===== src/rtl/svl_pkg.sv =====
package svl_pkg;
  typedef enum logic {
    SEQ_IDLE = 1'b0,
    SEQ_RUN  = 1'b1
  } seq_state_e;
endpackage


===== src/rtl/svl_bank_track.sv =====
module svl_bank_track #(
  parameter int unsigned NUM_BANKS = 8,
  parameter int unsigned BUSY_CYC  = 6
) (
  input  logic                         clk_i,
  input  logic                         rst_ni,
  input  logic                         hit_i,
  input  logic [$clog2(NUM_BANKS)-1:0] bank_i,
  output logic                         free_o
);
  localparam int unsigned BANK_W = $clog2(NUM_BANKS);
  localparam int unsigned CNT_W  = $clog2(BUSY_CYC + 1);
  // issue cycle counts as the first busy cycle
  localparam logic [CNT_W-1:0] LOAD_V = CNT_W'(BUSY_CYC - 1);

  logic [NUM_BANKS-1:0] zero_q;

  for (genvar b = 0; b < NUM_BANKS; b++) begin : g_bank
    logic [CNT_W-1:0] cnt_q;
    always_ff @(posedge clk_i or negedge rst_ni) begin
      if (!rst_ni) begin
        cnt_q <= '0;
      end else if (hit_i && bank_i == BANK_W'(b)) begin
        cnt_q <= LOAD_V;
      end else if (cnt_q != '0) begin
        cnt_q <= cnt_q - 1'b1;
      end
    end
    assign zero_q[b] = (cnt_q == '0);
  end

  assign free_o = zero_q[bank_i];
endmodule


===== src/rtl/svl_addr_gen.sv =====
module svl_addr_gen import svl_pkg::*; #(
  parameter int unsigned ADDR_W = 16,
  parameter int unsigned LEN_W  = 8
) (
  input  logic              clk_i,
  input  logic              rst_ni,
  input  logic              start_i,
  input  logic              idle_i,
  input  logic [ADDR_W-1:0] base_i,
  input  logic [ADDR_W-1:0] stride_i,
  input  logic [LEN_W-1:0]  len_i,
  input  logic              bank_free_i,
  output logic              active_o,
  output logic              req_o,
  output logic [ADDR_W-1:0] addr_o,
  output logic [LEN_W-1:0]  idx_o,
  output logic              last_o
);
  seq_state_e        state_q;
  logic [ADDR_W-1:0] addr_q, stride_q;
  logic [LEN_W-1:0]  rem_q, idx_q;

  assign active_o = (state_q == SEQ_RUN);
  assign req_o    = active_o & bank_free_i;
  assign addr_o   = addr_q;
  assign idx_o    = idx_q;
  assign last_o   = (rem_q == LEN_W'(1));

  always_ff @(posedge clk_i or negedge rst_ni) begin
    if (!rst_ni) begin
      state_q  <= SEQ_IDLE;
      addr_q   <= '0;
      stride_q <= '0;
      rem_q    <= '0;
      idx_q    <= '0;
    end else if (state_q == SEQ_IDLE) begin
      if (start_i && idle_i && len_i != '0) begin
        state_q  <= SEQ_RUN;
        addr_q   <= base_i;
        stride_q <= stride_i;
        rem_q    <= len_i;
        idx_q    <= '0;
      end
    end else if (req_o) begin
      addr_q <= addr_q + stride_q;
      idx_q  <= idx_q + 1'b1;
      rem_q  <= rem_q - 1'b1;
      if (last_o) state_q <= SEQ_IDLE;
    end
  end
endmodule


===== src/rtl/svl_ret_pipe.sv =====
module svl_ret_pipe #(
  parameter int unsigned MEM_LAT = 12,
  parameter int unsigned LEN_W   = 8,
  parameter int unsigned DATA_W  = 32
) (
  input  logic              clk_i,
  input  logic              rst_ni,
  input  logic              push_i,
  input  logic [LEN_W-1:0]  idx_i,
  input  logic              last_i,
  input  logic [DATA_W-1:0] rdata_i,
  output logic              any_o,
  output logic              vld_o,
  output logic [LEN_W-1:0]  idx_o,
  output logic              last_o,
  output logic [DATA_W-1:0] data_o
);
  // stage 0 holds the tag while memory reads; data joins at stage 1
  logic [MEM_LAT-1:0] vld_q, last_q;
  logic [LEN_W-1:0]   idx_q  [MEM_LAT];
  logic [DATA_W-1:0]  data_q [1:MEM_LAT-1];

  always_ff @(posedge clk_i or negedge rst_ni) begin
    if (!rst_ni) begin
      vld_q  <= '0;
      last_q <= '0;
      for (int j = 0; j < MEM_LAT; j++) idx_q[j] <= '0;
      for (int j = 1; j < MEM_LAT; j++) data_q[j] <= '0;
    end else begin
      vld_q    <= {vld_q[MEM_LAT-2:0], push_i};
      last_q   <= {last_q[MEM_LAT-2:0], push_i & last_i};
      idx_q[0] <= idx_i;
      for (int j = 1; j < MEM_LAT; j++) idx_q[j] <= idx_q[j-1];
      data_q[1] <= rdata_i;
      for (int j = 2; j < MEM_LAT; j++) data_q[j] <= data_q[j-1];
    end
  end

  assign any_o  = |vld_q;
  assign vld_o  = vld_q[MEM_LAT-1];
  assign last_o = last_q[MEM_LAT-1];
  assign idx_o  = idx_q[MEM_LAT-1];
  assign data_o = data_q[MEM_LAT-1];
endmodule


===== src/rtl/strided_vload_ctrl.sv =====
module strided_vload_ctrl #(
  parameter int unsigned NUM_BANKS = 8,
  parameter int unsigned BUSY_CYC  = 6,
  parameter int unsigned MEM_LAT   = 12,
  parameter int unsigned ADDR_W    = 16,
  parameter int unsigned LEN_W     = 8,
  parameter int unsigned DATA_W    = 32
) (
  input  logic              clk_i,
  input  logic              rst_ni,
  input  logic              start_i,
  input  logic [ADDR_W-1:0] base_i,
  input  logic [ADDR_W-1:0] stride_i,
  input  logic [LEN_W-1:0]  len_i,
  output logic              busy_o,
  output logic              mem_req_o,
  output logic [ADDR_W-1:0] mem_addr_o,
  input  logic [DATA_W-1:0] mem_rdata_i,
  output logic              vld_o,
  output logic [LEN_W-1:0]  vidx_o,
  output logic [DATA_W-1:0] vdata_o,
  output logic              done_o
);
  localparam int unsigned BANK_W = $clog2(NUM_BANKS);

  logic             gen_active, pipe_any, bank_free, issue, issue_last, out_last;
  logic [LEN_W-1:0] issue_idx;

  assign busy_o = gen_active | pipe_any;

  svl_addr_gen #(.ADDR_W(ADDR_W), .LEN_W(LEN_W)) u_gen (
    .clk_i       (clk_i),
    .rst_ni      (rst_ni),
    .start_i     (start_i),
    .idle_i      (~busy_o),
    .base_i      (base_i),
    .stride_i    (stride_i),
    .len_i       (len_i),
    .bank_free_i (bank_free),
    .active_o    (gen_active),
    .req_o       (issue),
    .addr_o      (mem_addr_o),
    .idx_o       (issue_idx),
    .last_o      (issue_last)
  );

  svl_bank_track #(.NUM_BANKS(NUM_BANKS), .BUSY_CYC(BUSY_CYC)) u_banks (
    .clk_i  (clk_i),
    .rst_ni (rst_ni),
    .hit_i  (issue),
    .bank_i (mem_addr_o[BANK_W-1:0]),
    .free_o (bank_free)
  );

  svl_ret_pipe #(.MEM_LAT(MEM_LAT), .LEN_W(LEN_W), .DATA_W(DATA_W)) u_ret (
    .clk_i   (clk_i),
    .rst_ni  (rst_ni),
    .push_i  (issue),
    .idx_i   (issue_idx),
    .last_i  (issue_last),
    .rdata_i (mem_rdata_i),
    .any_o   (pipe_any),
    .vld_o   (vld_o),
    .idx_o   (vidx_o),
    .last_o  (out_last),
    .data_o  (vdata_o)
  );

  assign mem_req_o = issue;
  assign done_o    = vld_o & out_last;
endmodule


===== config.mk =====
export PLATFORM = sky130hd
export DESIGN_NAME = strided_vload_ctrl
export DESIGN_NICKNAME = d
export VERILOG_FILES = /design/src/rtl/svl_pkg.sv /design/src/rtl/svl_bank_track.sv /design/src/rtl/svl_addr_gen.sv /design/src/rtl/svl_ret_pipe.sv /design/src/rtl/strided_vload_ctrl.sv
export SDC_FILE = /design/constraint.sdc
export NUM_CORES = 1
export LEC_CHECK = 0
export ABC_AREA = 1
export CAP_MARGIN = 20
export CORE_ASPECT_RATIO = 1.4
export CORE_MARGIN = 5
export CORE_UTILIZATION = 56
export CTS_CLUSTER_SIZE = 24
export DETAILED_ROUTE_END_ITERATION = 16
export DONT_BUFFER_PORTS = 1
export GPL_ROUTABILITY_DRIVEN = 0
export PLACE_DENSITY = 0.73
export SKIP_LAST_GASP = 1
export SLEW_MARGIN = 10
export SYNTH_ARGS = -nofsm -noshare
export SYNTH_HDL_FRONTEND = slang
export SYNTH_HIERARCHICAL = 1
export SYNTH_SLANG_ARGS = --single-unit

===== constraint.sdc =====
create_clock -name clk_i -period 2 [get_ports clk_i]
set_input_delay 0.2 -clock clk_i [delete_from_list [all_inputs] [get_ports clk_i]]
set_output_delay 0.2 -clock clk_i [all_outputs]
set_load 0.005 [all_outputs]

==> results of run 1 <==
cell usage in the layout (no fill, tap or decap), types with 4 or more instances in the layout:
| cell type | count |
|---|---|
| dfrtp_1 | 544 |
| nand2_1 | 147 |
| inv_1 | 80 |
| dlygate4sd3_1 | 72 |
| nor2_1 | 51 |
| clkbuf_16 | 49 |
| nand3_1 | 40 |
| buf_4 | 36 |
| ha_1 | 26 |
| o21ai_0 | 25 |
| inv_2 | 21 |
| nand2_2 | 21 |
| a21oi_1 | 18 |
| mux2_4 | 13 |
| xnor2_1 | 10 |
| clkbuf_1 | 9 |
| clkbuf_8 | 8 |
| o21ai_1 | 8 |
| o21a_1 | 8 |
| ha_4 | 7 |
| nand4_1 | 7 |
| bufinv_16 | 6 |
| nand2_4 | 6 |
| a21oi_2 | 6 |
| clkinv_2 | 5 |
| nor2_2 | 5 |
| a22oi_1 | 5 |
| a31oi_1 | 5 |
| diode_2 | 4 |
| o211ai_1 | 4 |
what timing repair did:
action	in CTS	in global routing
endpoints found under the hold margin	617	545
resized for setup	30	27
setup endpoints to repair	1	18
pin swaps	18	12
cloned	0	0
buffers inserted	21	7
cells by family (layout without fill, tap and decap cells):
logic type,after synthesis,after routing
AOI/OAI and AO/OA,86,86
other,0,4
muxes,16,16
xor gates and xnor gates,12,12
adders and majority gates,35,35
and+or+nand+nor,289,289
DFF,545,545
buffers and inverters,156,300
worst register-to-register path, stage by stage, from the launching register on:
cell and delay, ps:
dfrtp_1 390, buf_4 150, ha_4 160, fa_2 390, nand2_2 70, nand2_1 70, and2_4 160, buf_4 140
xor2_1 170, nand2_1 80, a31oi_1 150
flip-flops by register name (all words and copies together) (netlist names):
name and count:
u_ret/data_q 320, u_ret/idx_q 88, u_ret/data_o 32, u_banks/g_bank.cnt_q 24
u_gen/addr_o 16, u_gen/stride_q 16, u_ret/last_q 12, u_ret/vld_q 12
u_gen/idx_o 8, u_gen/rem_q 8, u_ret/idx_o 8, u_gen/active_o 1
worst max path at each step:
stage | endpoint | slack [ps] | depth (start not counted)
4_1_cts | mem_req_o | -20 | 11
6_report | u_gen/addr_o[4] | -10 | 10
3_3_place_gp | u_banks/g_bank[3].cnt_q[1] | 160 | 15
5_1_grt | mem_req_o | -100 | 11
3_5_place_dp | u_banks/g_bank[3].cnt_q[1] | 60 | 15
2_1_floorplan | u_banks/g_bank[3].cnt_q[1] | 200 | 15
stage by stage:
stage               hold WS, ps  TNS (ps)  util [%]  worst slack [ps]
global placement         -85.15         0     57.39             158.4
detailed placement       -84.72         0     57.39             60.27
floorplan                -95.59         0         -             198.6
finish                   -635.4    -11.31     66.57            -11.31
global route             -670.1    -327.7     66.57            -97.96
CTS                      -671.1    -31.21     66.01            -17.41
power groups by stage:
stage               registers, W  clock network, W  logic, W
floorplan                 0.0131                 0   0.00305
global placement          0.0132                 0   0.00359
detailed placement        0.0133                 0   0.00384
CTS                       0.0132           0.00962   0.00443
global route              0.0133            0.0101   0.00534
finish                    0.0131           0.00932   0.00483
layer usage:
layer | global-route usage (%) | up-vias | share of wire [%] | routed length [µm]
met5 | 0 | - | 0 | 0
met4 | 5.108 | 0 | 2.9 | 772
met3 | 4.709 | 72 | 7.7 | 2021
met2 | 28.09 | 299 | 53 | 13790
met1 | 18.38 | 4162 | 37 | 9649
li1 | - | 3760 | - | -
layout make-up:
type,count,area share [%]
Sequential cell,545,68.44
Multi-Input combinational cell,438,13.57
Clock buffer,66,6.875
Timing Repair Buffer,113,5.362
Tap cell,385,2.417
Inverter,103,1.965
Clock inverter,18,1.318
Antenna cell,4,0.05023
==> metrics.txt, run 1 <==
# TYPE chip_impl_metric gauge
chip_impl_metric{name="grt_max_degree",unit=""} 546
chip_impl_metric{name="design.portCount",unit=""} 135
chip_impl_info{name="result_of_the_run",value="complete, but fails checks"} 1
chip_impl_metric{name="hpwl",unit="µm"} 14260
chip_impl_metric{name="synth_compound_area_share",unit="%"} 3.061
chip_impl_info{name="worst_path_max_delay_cell",value="dfrtp_1"} 1
chip_impl_metric{name="dp_cells",unit=""} 1484
chip_impl_info{name="critical_path.reg2reg.startpoint",value="u_gen/addr_o[0]"} 1
chip_impl_metric{name="worstSkewPairLatency",unit="ps"} 540
chip_impl_metric{name="tightest_slew",unit="ps"} 1551
chip_impl_metric{name="cts.htree.levels",unit=""} 2
chip_impl_metric{name="critical_path.max_fanout",unit=""} 3
chip_impl_metric{name="post_route_cell_area",unit="µm²"} 19930
chip_impl_metric{name="area.growth.synth_to_final",unit="%"} 17.49
chip_impl_metric{name="seq_area",unit="µm²"} 13640
chip_impl_metric{name="timing_max_transition_violations_final",unit=""} 75
chip_impl_metric{name="cts_buffer_depth",unit=""} 3
chip_impl_metric{name="timing.final.crit_period",unit="ps"} 2011
chip_impl_metric{name="upper_clock_frequency_limit",unit="GHz"} 0.4972
chip_impl_metric{name="synth_area",unit="µm²"} 16960
chip_impl_metric{name="register_bit_total_from_synthesis",unit=""} 545
chip_impl_metric{name="async_flop_share",unit="%"} 100.0
chip_impl_metric{name="layout.nets",unit=""} 1358
chip_impl_metric{name="layout_worst_path_cycle_share",unit="%"} 100.6
chip_impl_metric{name="power_per_cell_area",unit="nW/µm²"} 1369
chip_impl_metric{name="die_area",unit="µm²"} 33920
chip_impl_info{name="largest_family_of_logic_cells_by_synthesized_area",value="simple AND/OR/NAND/NOR gates"} 1
chip_impl_info{name="yosys-top-cells-area",value="dfrtp_1 (80%), nand2_1 (3.4%), ha_1 (2.5%)"} 1
chip_impl_metric{name="vdd_drop_max",unit="mV"} 1.117
chip_impl_info{name="yosys.cell_count.top_type",value="dfrtp_1"} 1
chip_impl_metric{name="cp.arrival",unit="ps"} 2470
chip_impl_metric{name="netlist.area_leader.share",unit="%"} 80.40
chip_impl_metric{name="first_pass_iters",unit=""} 5
chip_impl_metric{name="syn-num-nets",unit=""} 1249
chip_impl_metric{name="max_stage_delay",unit="ps"} 390
chip_impl_metric{name="timing.hold.ws",unit="ps"} -635.4
chip_impl_info{name="synth_largest_area_cell",value="dfrtp_1"} 1
chip_impl_metric{name="max_cap_violations",unit=""} 0
chip_impl_metric{name="track_usage",unit="%"} 15.83
chip_impl_metric{name="power.share.switching",unit="%"} 26.29
chip_impl_metric{name="first_iter_violations",unit=""} 493
chip_impl_metric{name="synth_simple_gate_area_share",unit="%"} 7.376
chip_impl_metric{name="power.clock.fraction",unit="%"} 34.1
chip_impl_metric{name="postRouteWirelength",unit="µm"} 26240
chip_impl_metric{name="final_cells",unit=""} 1672
chip_impl_metric{name="first_pass_grt_wire_length",unit="µm"} 43550
chip_impl_info{name="crit_path_start_kind",value="flop"} 1
chip_impl_metric{name="synth_seq_area_share",unit="%"} 80.40
chip_impl_metric{name="globalRouteOverflowTotal",unit=""} 0
chip_impl_info{name="clk_root_buf",value="clkbuf_16"} 1
chip_impl_metric{name="power.static_leakage",unit="nW"} 9.707
chip_impl_metric{name="critPathRequiredTime",unit="ps"} 2460
chip_impl_metric{name="drive_gt1_share",unit="%"} 16.29
chip_impl_info{name="yosys_most_used_dff",value="dfrtp_1"} 1
chip_impl_metric{name="ys.warnings.count",unit=""} 6
chip_impl_metric{name="num_rows",unit=""} 75
chip_impl_metric{name="die_width",unit="µm"} 157.1
chip_impl_metric{name="clkTransAtPathRegs",unit="ps"} 70
chip_impl_metric{name="grt_pass1_vias",unit=""} 9098
chip_impl_metric{name="fill_cells",unit=""} 1946
chip_impl_metric{name="start_util",unit="%"} 56.66
chip_impl_info{name="cts_tree",value="done"} 1
chip_impl_metric{name="post_dr_vias_cell",unit=""} 4.960
chip_impl_metric{name="multi_input_area",unit="µm²"} 2705
chip_impl_info{name="cpLargestDelayFamily",value="adder cells"} 1
chip_impl_metric{name="core-area",unit="µm²"} 29940
chip_impl_metric{name="p_int",unit="W"} 0.02012
chip_impl_metric{name="count_of_distinct_cell_types_in_the_synthesized_netlist",unit=""} 38
chip_impl_info{name="synth.cells.most_frequent",value="dfrtp_1 (545), nand2_1 (155), inv_1 (95), nor2_1 (55), nand3_1 (42)"} 1
chip_impl_info{name="worstSetupPathType",value="reg -> reg"} 1
chip_impl_metric{name="timing.reg2reg.setup_slack",unit="ps"} -10
chip_impl_metric{name="fraction_of_power_consumed_by_combinational_cells",unit="%"} 17.7
chip_impl_metric{name="tritoncts.num_buffers",unit=""} 47
chip_impl_info{name="crit_start",value="u_gen/addr_o[0]"} 1
chip_impl_metric{name="sequential_power_share",unit="%"} 48.2
chip_impl_metric{name="synthesized_area_per_cell",unit="µm²"} 14.89
chip_impl_info{name="crit-reg2reg-capture",value="u_gen/addr_o[4]"} 1
chip_impl_metric{name="finalClockSkew",unit="ps"} 13.52
chip_impl_metric{name="adder_and_majority_cell_fraction_of_the_synthesized_area",unit="%"} 2.626
chip_impl_metric{name="timing.reg2reg.worst_path_depth",unit=""} 10
chip_impl_metric{name="synth_cells",unit=""} 1139
chip_impl_metric{name="clock_sinks",unit=""} 545
chip_impl_metric{name="ant_nets",unit=""} 0
chip_impl_metric{name="total_power",unit="W"} 0.02729
chip_impl_metric{name="drc_errors",unit=""} 0
chip_impl_metric{name="placed_cell_area",unit="µm²"} 17180
chip_impl_metric{name="yosys.area_share.xor_xnor",unit="%"} 0.6196
chip_impl_metric{name="report.final.setup_viol",unit=""} 1
chip_impl_metric{name="netSwitchingPower",unit="W"} 0.007175
chip_impl_metric{name="dr_total_vias",unit=""} 8293
chip_impl_info{name="worst_setup_path_end_kind",value="flop"} 1
chip_impl_metric{name="synth_enable_flop_cells",unit=""} 0
chip_impl_metric{name="drt-wirelength-per-cell",unit="µm"} 15.69
chip_impl_info{name="violations",value="negative hold slack, max-slew violations, negative setup slack"} 1
chip_impl_info{name="path_class_of_the_lowest_slack_min_delay_path",value="in -> async"} 1
chip_impl_metric{name="grt_antenna_before_repair",unit=""} 4
chip_impl_info{name="rsz0062_at_grt",value="true"} 1
chip_impl_metric{name="final.setup.worst_slack",unit="ps"} -11.31
chip_impl_metric{name="numPortBuffers",unit=""} 0
chip_impl_metric{name="synthMuxAreaShare",unit="%"} 1.350
chip_impl_metric{name="cts_hold_repair.buffers",unit=""} 72
chip_impl_metric{name="hold_viol_final",unit=""} 545
chip_impl_info{name="cp_cell_sequence",value="buf_4 > ha_4 > fa_2 > nand2_2 > nand2_1 > and2_4 > buf_4 > xor2_1 > nand2_1 > a31oi_1"} 1
chip_impl_metric{name="cp.buffers_inverters",unit=""} 2
chip_impl_metric{name="slew_headroom",unit="%"} -3.389
chip_impl_metric{name="die_height",unit="µm"} 215.9
Note: power is estimated with default switching activity, not from simulation.
==> inputs of run 2 (changes only) <==
--- a/config.mk
+++ b/config.mk
@@ -10,11 +10,13 @@
 export CORE_ASPECT_RATIO = 1.4
 export CORE_MARGIN = 5
 export CORE_UTILIZATION = 56
+export CTS_BUF_LIST = sky130_fd_sc_hd__clkbuf_4 sky130_fd_sc_hd__clkbuf_8 sky130_fd_sc_hd__clkbuf_16
 export CTS_CLUSTER_SIZE = 24
 export DETAILED_ROUTE_END_ITERATION = 16
 export DONT_BUFFER_PORTS = 1
 export GPL_ROUTABILITY_DRIVEN = 0
-export PLACE_DENSITY = 0.73
+export MAX_ROUTING_LAYER = met4
+export PLACE_DENSITY = 0.76
 export SKIP_LAST_GASP = 1
 export SLEW_MARGIN = 10
 export SYNTH_ARGS = -nofsm -noshare
==> constraint.sdc (replaced) <==
create_clock -name clk_i -period 1.85 [get_ports clk_i]
set_input_delay 0.185 -clock clk_i [delete_from_list [all_inputs] [get_ports clk_i]]
set_output_delay 0.185 -clock clk_i [all_outputs]
set_load 0.005 [all_outputs]
==> run 2 against run 1 <==
  * The run ends with negative hold slack, negative setup slack left
  * Critical path depth grew 1
  * Power grew 9.7%
  * Setup slack lost 180 ps
  * Non-clock buffer count grew 15
  * Count of clock-buffer cells in the layout is the same
  * Sequential share of layout area shrank 0.76 points
  * Core utilization grew 0.75 points
==> metrics.txt, run 2 (synthesis results as in run 1) <==
# TYPE chip_impl_metric gauge
chip_impl_metric{name="dr_total_vias",unit=""} 8581
chip_impl_metric{name="first_pass_iters",unit=""} 7
chip_impl_info{name="worstSetupPathType",value="reg -> out"} 1
chip_impl_metric{name="dp_cells",unit=""} 1504
chip_impl_metric{name="track_usage",unit="%"} 18.02
chip_impl_info{name="crit_path_start_kind",value="flop"} 1
chip_impl_metric{name="drt-wirelength-per-cell",unit="µm"} 17.25
chip_impl_info{name="result_of_the_run",value="complete, but fails checks"} 1
chip_impl_metric{name="tritoncts.num_buffers",unit=""} 46
chip_impl_metric{name="die_width",unit="µm"} 157.1
chip_impl_metric{name="finalClockSkew",unit="ps"} 20.74
chip_impl_metric{name="grt_max_degree",unit=""} 546
chip_impl_metric{name="power_per_cell_area",unit="nW/µm²"} 1486
chip_impl_metric{name="drc_errors",unit=""} 0
chip_impl_metric{name="area.growth.synth_to_final",unit="%"} 18.81
chip_impl_metric{name="design.portCount",unit=""} 135
chip_impl_info{name="clk_root_buf",value="clkbuf_16"} 1
chip_impl_metric{name="layout_worst_path_cycle_share",unit="%"} 110.1
chip_impl_metric{name="cts.htree.levels",unit=""} 2
chip_impl_metric{name="hold_viol_final",unit=""} 545
chip_impl_metric{name="vdd_drop_max",unit="mV"} 1.045
chip_impl_metric{name="tightest_slew",unit="ps"} 1301
chip_impl_metric{name="worstSkewPairLatency",unit="ps"} 560
chip_impl_metric{name="grt_antenna_before_repair",unit=""} 1
chip_impl_info{name="path_class_of_the_lowest_slack_min_delay_path",value="in -> async"} 1
chip_impl_info{name="cts_tree",value="done"} 1
chip_impl_metric{name="globalRouteOverflowTotal",unit=""} 0
chip_impl_info{name="violations",value="negative hold slack, negative setup slack"} 1
chip_impl_metric{name="grt_pass1_vias",unit=""} 9322
chip_impl_metric{name="hpwl",unit="µm"} 15150
chip_impl_metric{name="ant_nets",unit=""} 0
chip_impl_metric{name="slew_headroom",unit="%"} 13.29
chip_impl_metric{name="power.static_leakage",unit="nW"} 9.845
chip_impl_metric{name="postRouteWirelength",unit="µm"} 29030
chip_impl_metric{name="critical_path.max_fanout",unit=""} 2
chip_impl_metric{name="post_dr_vias_cell",unit=""} 5.099
chip_impl_metric{name="cp.arrival",unit="ps"} 1850
chip_impl_metric{name="timing.hold.ws",unit="ps"} -645.6
chip_impl_metric{name="cts_hold_repair.buffers",unit=""} 72
chip_impl_metric{name="layout_utilization",unit="%"} 67.32
chip_impl_info{name="final_cell_mix",value="dfrtp_1 (544), nand2_1 (143), inv_1 (82), dlygate4sd3_1 (72), clkbuf_16 (51)"} 1
chip_impl_metric{name="upper_clock_frequency_limit",unit="GHz"} 0.4910
chip_impl_metric{name="clkTransAtPathRegs",unit="ps"} 70
chip_impl_metric{name="timing.final.crit_period",unit="ps"} 2037
chip_impl_metric{name="flip_flop_count_of_the_largest_register_all_copies_and_words_added",unit=""} 320
chip_impl_metric{name="clock_sinks",unit=""} 545
chip_impl_metric{name="first_iter_violations",unit=""} 774
chip_impl_metric{name="cts_buffer_depth",unit=""} 3
chip_impl_metric{name="layout.nets",unit=""} 1372
chip_impl_info{name="largest_register",value="u_ret/data_q"} 1
chip_impl_metric{name="numPortBuffers",unit=""} 0
chip_impl_metric{name="final.setup.worst_slack",unit="ps"} -186.7
chip_impl_metric{name="max_cap_violations",unit=""} 0
chip_impl_metric{name="report.final.setup_viol",unit=""} 33
chip_impl_metric{name="start_util",unit="%"} 56.66
chip_impl_metric{name="die_area",unit="µm²"} 33920
chip_impl_metric{name="timing_max_transition_violations_final",unit=""} 0
chip_impl_metric{name="drive_gt1_share",unit="%"} 19.04
chip_impl_info{name="final_common_cell",value="dfrtp_1"} 1
chip_impl_metric{name="critPathRequiredTime",unit="ps"} 1660
chip_impl_info{name="rsz0062_at_grt",value="true"} 1
chip_impl_metric{name="first_pass_grt_wire_length",unit="µm"} 47020
chip_impl_metric{name="die_height",unit="µm"} 215.9
chip_impl_metric{name="num_rows",unit=""} 75
chip_impl_info{name="worst_setup_path_end_kind",value="primary output"} 1
chip_impl_metric{name="core-area",unit="µm²"} 29940
chip_impl_metric{name="final_cells",unit=""} 1683
## run 2: cell types whose count changed in the layout (fill, tap and decap cells not counted), moves of 3 or more
cell	before	now
buf_12	2	5
diode_2	4	1
a22oi_2	0	4
clkbuf_1	9	0
bufinv_16	6	3
a22oi_1	5	1
nand2_1	147	143
buf_4	36	44
o21ai_1	8	14
clkbuf_4	0	11
o21ai_0	25	17
## run 2: critical path, cell delays in order (launching register included)
cell     delay, ps
dfrtp_1        410
inv_2           70
ha_4           160
nand2_4         60
nor2_1          40
nor2_1         110
nand2_1         80
nand2_1         70
nand2_2         60
nand2_4         70
inv_4           40
buf_6          110
## run 2: worst paths after layout
path | from | endpoint | slack [ps] | cells past startpoint
min in group clk_i | mem_rdata_i[1] | u_ret/data_q[321] | 180 | 1
setup reg to reg | u_banks/g_bank[5].cnt_q[1] | u_banks/g_bank[3].cnt_q[1] | -130 | 16
hold / removal | rst_ni | u_ret/data_q[324] | -650 | 0
max in group asynchronous | rst_ni | u_gen/addr_o[12] | 1480 | 0
hold reg to reg | u_ret/data_q[311] | u_ret/data_q[279] | 340 | 0
setup / recovery | u_banks/g_bank[5].cnt_q[1] | mem_req_o | -190 | 11
## run 2: layout make-up
cell class	count	area [µm²]
Antenna cell	1	2.502
Clock buffer	66	1369
Clock inverter	17	203.9
Fill cell	1852	9782
Inverter	103	391.6
Multi-Input combinational cell	438	2780
Sequential cell	545	13640
Tap cell	385	481.7
Timing Repair Buffer	128	1285
## run 2: per-stage QoR
step / area (µm²) / TNS (ps) / setup slack (ps) / power [W] / hold slack (ps)
final: 20150 / -1323 / -186.7 / 0.02994 / -645.6
after global placement: 17330 / 0 / 2.893 / 0.01843 / -97.23
after floorplan: 16960 / 0 / 48.61 / 0.01748 / -110.6
after global routing: 20150 / -8011 / -295.2 / 0.03149 / -678.3
after CTS: 19840 / -196.3 / -133.7 / 0.02948 / -697.2
after detailed placement: 17330 / -98.18 / -37.68 / 0.01886 / -93.98
## run 2: what timing repair did
action | CTS | global route
pin swaps | 15 | 16
endpoints found under the setup margin | 11 | 70
hold endpoints to repair | 617 | 545
gates cloned | 0 | 4
buffers inserted | 15 | 4
resized for setup | 39 | 52
## run 2: power by group
part | switching, W | internal (W) | total [W]
Combinational | 0.00318 | 0.00263 | 0.00581
Clock | 0.00423 | 0.00563 | 0.00986
Sequential | 0.000826 | 0.0134 | 0.0143
Total | 0.00824 | 0.0217 | 0.0299
## run 2: metal layers
layer  wire length, µm  global-route usage, %  share of wire, %  up-vias
met5                 0                      -                 0        -
met2             15620                  30.77                54      337
met3              2071                  3.928               7.1       85
met4              1107                  6.887               3.8        0
li1                  -                      -                 -     3797
met1             10230                  20.90                35     4362
==> inputs of run 3 (changes only) <==
--- a/config.mk
+++ b/config.mk
@@ -8,7 +8,7 @@
 export ABC_AREA = 1
 export CAP_MARGIN = 20
 export CORE_ASPECT_RATIO = 1.4
-export CORE_MARGIN = 5
+export CORE_MARGIN = 2
 export CORE_UTILIZATION = 56
 export CTS_BUF_LIST = sky130_fd_sc_hd__clkbuf_4 sky130_fd_sc_hd__clkbuf_8 sky130_fd_sc_hd__clkbuf_16
 export CTS_CLUSTER_SIZE = 24
==> run 3 against run 2 <==
  * The run ends with negative hold slack, max-slew violations, negative setup slack left
  * Critical path depth unchanged
  * Global-route usage up 0.70 points
  * First-iteration DRC count down 17%
  * Routed wire length up 2.3%
  * Setup slack worse by 43 ps
  * Core utilization up 1.2 points
  * Largest power group unchanged
  * Highest routed layer unchanged
==> metrics.txt, run 3 (synthesis results as in run 1) <==
# TYPE chip_impl_metric gauge
chip_impl_info{name="result_of_the_run",value="complete, but fails checks"} 1
chip_impl_info{name="largest_register",value="u_ret/data_q"} 1
chip_impl_metric{name="report.final.setup_viol",unit=""} 69
chip_impl_info{name="crit_path_start_kind",value="flop"} 1
chip_impl_metric{name="critical_path.max_fanout",unit=""} 2
chip_impl_metric{name="timing.final.crit_period",unit="ps"} 2080
chip_impl_info{name="rsz0062_at_grt",value="true"} 1
chip_impl_metric{name="layout.nets",unit=""} 1381
chip_impl_info{name="path_class_of_the_lowest_slack_min_delay_path",value="in -> async"} 1
chip_impl_metric{name="layout_worst_path_cycle_share",unit="%"} 112.4
chip_impl_metric{name="dp_cells",unit=""} 1497
chip_impl_metric{name="area.growth.synth_to_final",unit="%"} 20.87
chip_impl_metric{name="start_util",unit="%"} 56.66
chip_impl_metric{name="worstSkewPairLatency",unit="ps"} 550
chip_impl_metric{name="num_rows",unit=""} 75
chip_impl_metric{name="dr_total_vias",unit=""} 8552
chip_impl_metric{name="post_dr_vias_cell",unit=""} 5.060
chip_impl_info{name="final_cell_mix",value="dfrtp_1 (544), nand2_1 (143), inv_1 (78), dlygate4sd3_1 (72), clkbuf_16 (53)"} 1
chip_impl_metric{name="placed_cell_area",unit="µm²"} 17300
chip_impl_metric{name="die_area",unit="µm²"} 31720
chip_impl_metric{name="timing_max_transition_violations_final",unit=""} 328
chip_impl_metric{name="final_cells",unit=""} 1690
chip_impl_metric{name="power_per_cell_area",unit="nW/µm²"} 1508
chip_impl_metric{name="final.setup.worst_slack",unit="ps"} -229.7
chip_impl_metric{name="grt_antenna_before_repair",unit=""} 0
chip_impl_metric{name="tightest_slew",unit="ps"} 1823
chip_impl_metric{name="timing.hold.ws",unit="ps"} -655.8
chip_impl_metric{name="drc_errors",unit=""} 0
chip_impl_metric{name="clock_sinks",unit=""} 545
chip_impl_info{name="cts_tree",value="done"} 1
chip_impl_info{name="clk_root_buf",value="clkbuf_16"} 1
chip_impl_info{name="violations",value="negative hold slack, max-slew violations, negative setup slack"} 1
chip_impl_metric{name="first_pass_grt_wire_length",unit="µm"} 45050
chip_impl_metric{name="ant_nets",unit=""} 0
chip_impl_metric{name="power.static_leakage",unit="nW"} 9.992
chip_impl_metric{name="postRouteWirelength",unit="µm"} 29690
chip_impl_metric{name="critPathRequiredTime",unit="ps"} 1660
chip_impl_info{name="final_common_cell",value="dfrtp_1"} 1
chip_impl_metric{name="cts_hold_repair.buffers",unit=""} 72
chip_impl_info{name="worstSetupPathType",value="reg -> out"} 1
chip_impl_metric{name="die_height",unit="µm"} 209.9
chip_impl_metric{name="die_width",unit="µm"} 151.1
chip_impl_metric{name="hold_viol_final",unit=""} 545
chip_impl_metric{name="core-area",unit="µm²"} 29940
chip_impl_metric{name="upper_clock_frequency_limit",unit="GHz"} 0.4808
chip_impl_metric{name="cts_buffer_depth",unit=""} 3
chip_impl_metric{name="antenna_cells",unit=""} 0
chip_impl_metric{name="globalRouteOverflowTotal",unit=""} 0
chip_impl_metric{name="max_cap_violations",unit=""} 0
chip_impl_metric{name="flip_flop_count_of_the_largest_register_all_copies_and_words_added",unit=""} 320
chip_impl_info{name="critical_path.reg2reg.startpoint",value="u_banks/g_bank[2].cnt_q[1]"} 1
chip_impl_metric{name="post_route_cell_area",unit="µm²"} 20500
chip_impl_metric{name="fin_setup_tns",unit="ps"} -5295
chip_impl_info{name="worst_setup_path_end_kind",value="primary output"} 1
chip_impl_metric{name="finalClockSkew",unit="ps"} 14.10
chip_impl_info{name="crit_start",value="u_banks/g_bank[3].cnt_q[0]"} 1
chip_impl_metric{name="track_usage",unit="%"} 18.71
chip_impl_metric{name="cts.htree.levels",unit=""} 2
chip_impl_metric{name="tritoncts.num_buffers",unit=""} 47
chip_impl_metric{name="clkTransAtPathRegs",unit="ps"} 70
chip_impl_metric{name="slew_headroom",unit="%"} -21.53
chip_impl_metric{name="grt_pass1_vias",unit=""} 9021
chip_impl_metric{name="total_power",unit="W"} 0.03092
chip_impl_metric{name="layout_utilization",unit="%"} 68.49
chip_impl_metric{name="vdd_drop_max",unit="mV"} 1.012
chip_impl_metric{name="drive_gt1_share",unit="%"} 21.23
chip_impl_metric{name="cp.arrival",unit="ps"} 1890
chip_impl_metric{name="drt-wirelength-per-cell",unit="µm"} 17.57
chip_impl_metric{name="first_pass_iters",unit=""} 6
chip_impl_metric{name="numPortBuffers",unit=""} 0
chip_impl_metric{name="first_iter_violations",unit=""} 646
chip_impl_metric{name="design.portCount",unit=""} 135
chip_impl_metric{name="grt_max_degree",unit=""} 546
chip_impl_metric{name="hpwl",unit="µm"} 14270
-- run 3: report_power, final --
group,switching (W),internal [W],total [W]
combinational,0.00345,0.00291,0.00635
sequential,0.000884,0.0135,0.0143
clock,0.00413,0.00610,0.0102
total,0.00846,0.0225,0.0309
-- run 3: repair_timing --
item,in CTS,in global routing
gates cloned,0,7
setup endpoints to repair,10,66
pin swaps,18,25
setup buffers,18,13
endpoints found under the hold margin,617,545
resized for setup,36,92
-- run 3: stage by stage --
stage               setup WS (ps)  hold slack [ps]
floorplan                   48.61           -110.6
global placement           -2.436           -94.02
detailed placement         -91.23           -97.02
CTS                        -114.2           -704.3
global route               -306.0           -696.2
finish                     -229.7           -655.8
-- run 3: worst paths after layout --
kind                                         endpoint  slack [ps]  cells past startpoint
max in group asynchronous             u_ret/idx_q[32]        1050                      0
hold / removal                      u_ret/data_q[324]        -660                      0
setup reg to reg           u_banks/g_bank[2].cnt_q[1]        -180                     17
hold reg to reg                     u_ret/data_q[191]         340                      0
min in group clk_i                  u_ret/data_q[342]         190                      1
setup / recovery                            mem_req_o        -230                     11
-- run 3: final cells by class --
type                            instances  area [µm²]
Clock buffer                           62        1344
Clock inverter                         21       300.3
Fill cell                            1784        9433
Inverter                              103       401.6
Multi-Input combinational cell        438        2955
Sequential cell                       545       13640
Tap cell                              385       481.7
Timing Repair Buffer                  136        1380
-- run 3: worst max-delay path, cell delays in order (launching register included) --
cell,delay (ps)
dfrtp_1,390
inv_2,80
ha_4,160
nand2_4,60
nor2_2,30
nor2_1,170
nand2_1,80
nand2_1,90
nand2_2,70
nand2_4,70
inv_4,30
buf_6,110
-- run 3: routing by layer --
metal / part of all wire (%) / track usage [%] / wire (µm)
met5: 0 / - / 0
met4: 3.1 / 5.962 / 917
met3: 5.9 / 4.000 / 1744
met2: 53 / 31.87 / 15730
met1: 38 / 22.37 / 11300
